<file path="src/rtl/csk_pkg.sv">
package csk_pkg;

    localparam int unsigned CSK_WIDTH = 16;
    localparam int unsigned CSK_GRP   = 4;

    typedef struct packed {
        logic prop;
        logic gen;
    } pg_bit_t;

endpackage

</file>
<file path="src/rtl/csk_pg_cell.sv">
module csk_pg_cell
    import csk_pkg::*;
(
    input  logic    a_i,
    input  logic    b_i,
    output pg_bit_t pg_o
);

    pg_bit_t pg_d;

    always_comb begin
        pg_d.prop = a_i ^ b_i;
        pg_d.gen  = a_i & b_i;
    end

    assign pg_o = pg_d;

endmodule

</file>
<file path="src/rtl/csk_group.sv">
module csk_group
    import csk_pkg::*;
#(
    parameter int unsigned GRP = CSK_GRP
) (
    input  logic [GRP-1:0] a_i,
    input  logic [GRP-1:0] b_i,
    input  logic           ci_i,
    output logic [GRP-1:0] s_o,
    output logic           co_o,
    output logic           skip_o
);

    typedef struct packed {
        logic [GRP:0]   chain;
        logic [GRP-1:0] sum;
        logic           skip;
        logic           co;
    } grp_state_t;

    pg_bit_t [GRP-1:0] pg_w;
    grp_state_t        grp_d;

    for (genvar i = 0; i < GRP; i++) begin : g_bit
        csk_pg_cell u_pg (
            .a_i (a_i[i]),
            .b_i (b_i[i]),
            .pg_o(pg_w[i])
        );
    end

    always_comb begin
        grp_d          = '0;
        grp_d.chain[0] = ci_i;
        grp_d.skip     = 1'b1;
        for (int i = 0; i < GRP; i++) begin
            grp_d.chain[i+1] = pg_w[i].gen | (pg_w[i].prop & grp_d.chain[i]);
            grp_d.sum[i]     = pg_w[i].prop ^ grp_d.chain[i];
            grp_d.skip       = grp_d.skip & pg_w[i].prop;
        end
        grp_d.co = grp_d.skip ? ci_i : grp_d.chain[GRP];
    end

    assign s_o    = grp_d.sum;
    assign co_o   = grp_d.co;
    assign skip_o = grp_d.skip;

endmodule

</file>
<file path="src/rtl/csk_adder.sv">
module csk_adder
    import csk_pkg::*;
#(
    parameter int unsigned WIDTH = CSK_WIDTH,
    parameter int unsigned GRP   = CSK_GRP
) (
    input  logic [WIDTH-1:0]     a_in,
    input  logic [WIDTH-1:0]     b_in,
    input  logic                 c_in,
    output logic [WIDTH-1:0]     sum_out,
    output logic                 c_out,
    output logic [WIDTH/GRP-1:0] skip_out
);

    localparam int unsigned NGRP = WIDTH / GRP;

    logic [NGRP:0] grp_chain;

    for (genvar k = 0; k < NGRP; k++) begin : g_grp
        logic ci_w;
        logic co_w;

        if (k == 0) begin : g_first
            assign ci_w = c_in;
        end else begin : g_next
            assign ci_w = g_grp[k-1].co_w;
        end

        csk_group #(.GRP(GRP)) u_grp (
            .a_i   (a_in[k*GRP +: GRP]),
            .b_i   (b_in[k*GRP +: GRP]),
            .ci_i  (ci_w),
            .s_o   (sum_out[k*GRP +: GRP]),
            .co_o  (co_w),
            .skip_o(skip_out[k])
        );

        assign grp_chain[k] = ci_w;
    end

    assign grp_chain[NGRP] = g_grp[NGRP-1].co_w;
    assign c_out           = grp_chain[NGRP];

endmodule

</file>
<file path="config.mk">
export PLATFORM = sky130hd
export DESIGN_NAME = csk_adder
export DESIGN_NICKNAME = d
export VERILOG_FILES = /design/src/rtl/csk_pkg.sv /design/src/rtl/csk_pg_cell.sv /design/src/rtl/csk_group.sv /design/src/rtl/csk_adder.sv
export SDC_FILE = /design/constraint.sdc
export NUM_CORES = 1
export LEC_CHECK = 0
export BUFFER_PORTS_ARGS = -buffer_cell sky130_fd_sc_hd__buf_2
export CORE_ASPECT_RATIO = 1.25
export CORE_MARGIN = 5
export CORE_UTILIZATION = 23
export DETAILED_ROUTE_END_ITERATION = 8
export PLACE_DENSITY = 0.55
export SLEW_MARGIN = 20
export SYNTH_ARGS = -nofsm -noshare
export SYNTH_HDL_FRONTEND = slang
export SYNTH_HIERARCHICAL = 1
export SYNTH_SLANG_ARGS = --single-unit
</file>
<file path="constraint.sdc">
create_clock -name vclk -period 9.9
set_input_delay 0.99 -clock vclk [all_inputs]
set_output_delay 0.99 -clock vclk [all_outputs]
set_load 0.01 [all_outputs]
</file>
==> reports/qor.yml, run 1 <==
job:
  cap_viol_max_count: 0
sta:
  setup_violations: 0
  finalCritPeriodShare_pct: 94.8
  relSlewSlack_pct: 86.3
  finalSetupTns_ns: 0
  hold_viol: 0
  rsz0062_at_grt: "no"
  slew_violations: 0
  fin_crit_ns: 9.38
  fmax_ghz: 0.107
  worst_pin_slew_ns: 0.200
drt:
  wl_mm: 1.56
  ant_nets: 0
  dr.pass1.iters: 2
  drtIter0Drc: 5
  drc: 0
  dr_total_vias: 633
  post_drt_via_cell_ratio: 4.28
  wl_per_cell_um: 10.6
placement:
  place.gp.congestion: 0.773
  dp.cells: 147
  io_buffers: 54
yosys:
  synth.distinct_cells: 6
  yosysTopAreaCellShare_pct: 67.8
  synthesis.area_sq_um: 591
  yosysSeqAreaShare_pct: 0
  synth_top_area_cell: "ha_1"
  synthCells: 60
  yosysMostFrequentCell: "ha_1"
  synth.area.top_cells: "ha_1 68%, or2_2 13%, and4_4 7.6%"
  synth_nets: 125
  syn_area_per_cell_sq_um: 9.84
  synth_common_cells: "32 x ha_1, 12 x or2_2"
  synth_warnings: 6
hold_path:
  hold_class: "input port to output pin"
  worst_hold_path.endpoint: "sum_out[0]"
  min_from: "c_in"
  hold_depth: 3
global_route:
  gr-total-overflow: 0
  grt_pass1_wl_mm: 2.78
  first_global_vias: 695
  grt_max_degree: 3
  antenna_found_initial: 0
  grt_use_total_pct: 8.70
final_layout:
  drive_above_1_share_pct: 63.5
  syn2layout_area_growth_pct: 56.8
  nClkBuffers: 0
  diodes: 0
  fin_cells: 148
  nNetsFinal: 182
  nFlopsAndLatches: 0
  num-fill-cells: 272
  multi_input_area_sq_um: 592
  seq_area_sq_um: 0
floorplanning:
  die_h_um: 66.7
  dieArea_sq_mm: 0.00369
  core_area_sq_mm: 0.00245
  row_count: 20
  die_w_um: 55.3
  start_util_pct: 24.1
  boundaryPins: 54
worst_setup_path:
  worst-endpoint-required_ns: 8.91
  critPathTopFamily: "simple AND/OR/NAND/NOR gates"
  start_kind: "input port"
  crit_arrival_ns: 8.39
  crit_path_max_fanout: 2
  crit_buf_inv: 2
  cp-end-kind: "output pin"
  slowest_stage: "or2_2"
  slowest_delay_ns: 0.30
  critPathKind: "input port to output pin"
  cp_common_cell: "ha_1"
power_and_ir_drop:
  p_seq_share_pct: 0
  report.power.total_uw: 61.4
  swShare_pct: 49.1
  pwr-share-clk_pct: 0
  p_leak_nw: 0.581
  combPwrFrac_pct: 100.0
  p_sw_uw: 30.1
  cellPowerDensity_mw_per_mm2: 66.3
  internal-power_uw: 31.3
  vdd_drop_max_uv: 29.7
run_status:
  outcome: "complete, no violations"
[logic make-up after synthesis]
kind of cell	synth area share [%]
adders and majority gates	67.8
muxes	6.78
and+or+nand+nor	22.9
buffers and inverters	2.54
[cell type report]
| type | instances | share of cell area (%) |
|---|---|---|
| multi-input combinational | 56 | 63.9 |
| tap | 33 | 4.46 |
| timing repair buffer | 55 | 30.0 |
| inverter | 4 | 1.62 |
[tightest hold or removal path, stage by stage]
cell,delay [ns]
buf_2,0.09
ha_1,0.12
buf_2,0.12
[routing by layer]
metal | share of wire (%) | GRT usage [%] | vias up
met3 | 12 | 2.13 | 0
met5 | 0 | 0 | -
li1 | - | - | 330
met1 | 39 | 10.1 | 263
met2 | 49 | 17.0 | 40
met4 | 0 | 0 | 0
[worst max-delay path by stage]
stage	from	end	slack, ns	cells after the start
after floorplan	a_in[0]	c_out	0.95	37
after global placement	a_in[0]	c_out	0.41	39
after detailed placement	a_in[0]	c_out	0.36	39
after CTS	a_in[0]	c_out	0.33	39
after global routing	a_in[0]	c_out	0.07	39
final	a_in[0]	c_out	0.52	39
[stage by stage]
step	cell area (sq um)	hold WS [ns]	util, %	setup WS [ns]
3_5_place_dp	902	2.31	36.8	0.360
2_1_floorplan	591	2.13	-	0.951
4_1_cts	902	2.31	36.8	0.327
3_3_place_gp	902	2.30	36.8	0.406
6_report	926	2.30	37.8	0.517
5_1_grt	926	2.32	37.8	0.0749
[layout by cell type, fill, tap and decap left out]
master    n
and4_4    4
buf_2    54
buf_4     1
ha_1     31
ha_4      1
inv_1     4
mux2i_1   3
mux2i_2   1
nor2_1    4
or2_2    12
[power by group through the flow]
stage	combinational, mW	sequential (mW)	clock [mW]
after CTS	0.0618	0	0
after global placement	0.0596	0	0
final	0.0614	0	0
after detailed placement	0.0613	0	0
after floorplan	0.0378	0	0
after global routing	0.0717	0	0
[repair_timing]
| action | 4_1_cts | 5_1_grt |
|---|---|---|
| resized for setup | 0 | 2 |
| setup endpoints to repair | 0 | 1 |
| setup buffers | 0 | 1 |
| hold buffers | 0 | 0 |
No activity file was read; power rests on OpenSTA's default activity.
==> inputs of run 2 (changes only) <==
==> constraint.sdc (replaced) <==
create_clock -name vclk -period 9.9
set_input_delay 0.99 -clock vclk [all_inputs]
set_output_delay 0.99 -clock vclk [all_outputs]
set_load 0.005 [all_outputs]
==> run 2 against run 1 <==
  * Global-route usage did not move
  * Setup slack lost 0.059 ns
  * Final cell count is the same
  * Fmax fell by 0.62%
  * Critical path type unchanged
  * Wire length down 1.9%
==> reports/qor.yml, run 2 (synthesis results as in run 1) <==
run_status:
  outcome: "complete, no violations"
final_layout:
  nClkBuffers: 0  # unchanged
  fin_cells: 148  # unchanged
  layout_common_cells: "54 x buf_2, 32 x ha_1, 12 x or2_2"
  layout_commonest_cell: "buf_2"
  nFlopsAndLatches: 0  # unchanged
  diodes: 0  # unchanged
  syn2layout_area_growth_pct: 54.7
  num-fill-cells: 275  # +1.1%
  stdcell_area_sq_um: 913  # -1.4%
  multi_input_area_sq_um: 579  # -2.1%
  drive_above_1_share_pct: 62.6  # -0.87 points
  seq_area_sq_um: 0  # unchanged
  nNetsFinal: 182  # unchanged
  final_util_pct: 37.2  # -0.51 points
placement:
  post-place-ws_ns: 0.372  # +0.0127 ns
  place.gp.congestion: 0.773  # unchanged
  dp.cells: 147  # unchanged
  io_buffers: 54  # unchanged
  dpl_cell_area_sq_um: 902  # unchanged
worst_setup_path:
  crit_arrival_ns: 8.45  # +0.06 ns
  critPathKind: "input port to output pin"
  start_kind: "input port"
  slowest_delay_ns: 0.31  # about the same
  crit_path_max_fanout: 2  # unchanged
  critPathTopFamily: "simple AND/OR/NAND/NOR gates"
  cp-end-kind: "output pin"
  slowest_stage: "ha_1"
  cp.depth: 39  # unchanged
  endpoint: "c_out"
  cp-startpoint: "a_in[0]"
  cp_common_cell: "ha_1"
  crit_buf_inv: 2  # unchanged
  worst-endpoint-required_ns: 8.91  # about the same
global_route:
  antenna_found_initial: 0  # unchanged
  first_global_vias: 695  # unchanged
  grt_max_degree: 3  # unchanged
  grt_use_total_pct: 8.70  # unchanged
  grt_pass1_wl_mm: 2.78  # unchanged
  gr-total-overflow: 0  # unchanged
power_and_ir_drop:
  cellPowerDensity_mw_per_mm2: 59.5  # -10%
  vdd_drop_max_uv: 24.3  # -18%
  p_leak_nw: 0.581  # about the same
sta:
  relSlewSlack_pct: 85.8  # -0.47 points
  fmax_ghz: 0.106  # -0.62%
  worst_pin_slew_ns: 0.207  # +0.00682 ns
  holdWs_ns: 2.28  # -0.0180 ns
  setup_violations: 0  # unchanged
  fin_crit_ns: 9.44  # +0.0590 ns
  slew_violations: 0  # unchanged
  fin_ws_ns: 0.458  # -0.0590 ns
  finalCritPeriodShare_pct: 95.4  # +0.60 points
  hold_viol: 0  # unchanged
clocking:
  cts_hold_buf: 0  # unchanged
drt:
  wl_mm: 1.53  # -1.9%
  wl_per_cell_um: 10.4  # -1.9%
  dr_total_vias: 635  # +0.32%
  post_drt_via_cell_ratio: 4.29  # +0.32%
  drc: 0  # unchanged
  ant_nets: 0  # unchanged
  drtIter0Drc: 5  # unchanged
  dr.pass1.iters: 2  # unchanged
job:
  cap_viol_max_count: 0  # unchanged
floorplanning:
  start_util_pct: 24.1  # unchanged
  dieArea_sq_mm: 0.00369  # unchanged
  row_count: 20  # unchanged
  boundaryPins: 54  # unchanged
  core_area_sq_mm: 0.00245  # unchanged
  die_h_um: 66.7  # unchanged
  die_w_um: 55.3  # unchanged
hold_path:
  hold_class: "input port to output pin"
  hold_depth: 3  # unchanged
## run 2: layout make-up
cell class | count | area share, %
well taps | 33 | 4.52
repair buffers | 55 | 30.4
inverters | 4 | 1.64
multi-input cells | 56 | 63.4
## run 2: how the worst min path moves through the flow
| stage | startpoint | endpoint |
|---|---|---|
| detailed placement | c_in | sum_out[0] |
| floorplan | c_in | sum_out[0] |
| global placement | c_in | sum_out[0] |
| CTS | c_in | sum_out[0] |
| finish | c_in | sum_out[0] |
| global route | c_in | sum_out[0] |
## run 2: metal layers
layer  track usage (%)  part of all wire, %
met2              17.0                   49
met1              10.1                   39
met5                 0                    0
met4                 0                    0
met3              2.13                   12
## run 2: power breakdown
part           switching (mW)  leakage (nW)  total (mW)  internal, mW
Combinational          0.0237         0.581      0.0544        0.0306
Sequential                  0             0           0             0
Clock                       0             0           0             0
Total                  0.0237         0.581      0.0544        0.0306
## run 2: stage by stage
step                      power (mW)  TNS (ns)
after floorplan               0.0290         0
after CTS                     0.0553         0
after detailed placement      0.0549         0
final                         0.0544         0
after global routing          0.0647  -0.00435
after global placement        0.0531         0
## run 2: timing repair
| item | 4_1_cts | 5_1_grt |
|---|---|---|
| buffers inserted | 0 | 1 |
| resized for setup | 0 | 1 |
| setup endpoints to repair | 0 | 1 |
| endpoints found under the hold margin | 0 | 0 |
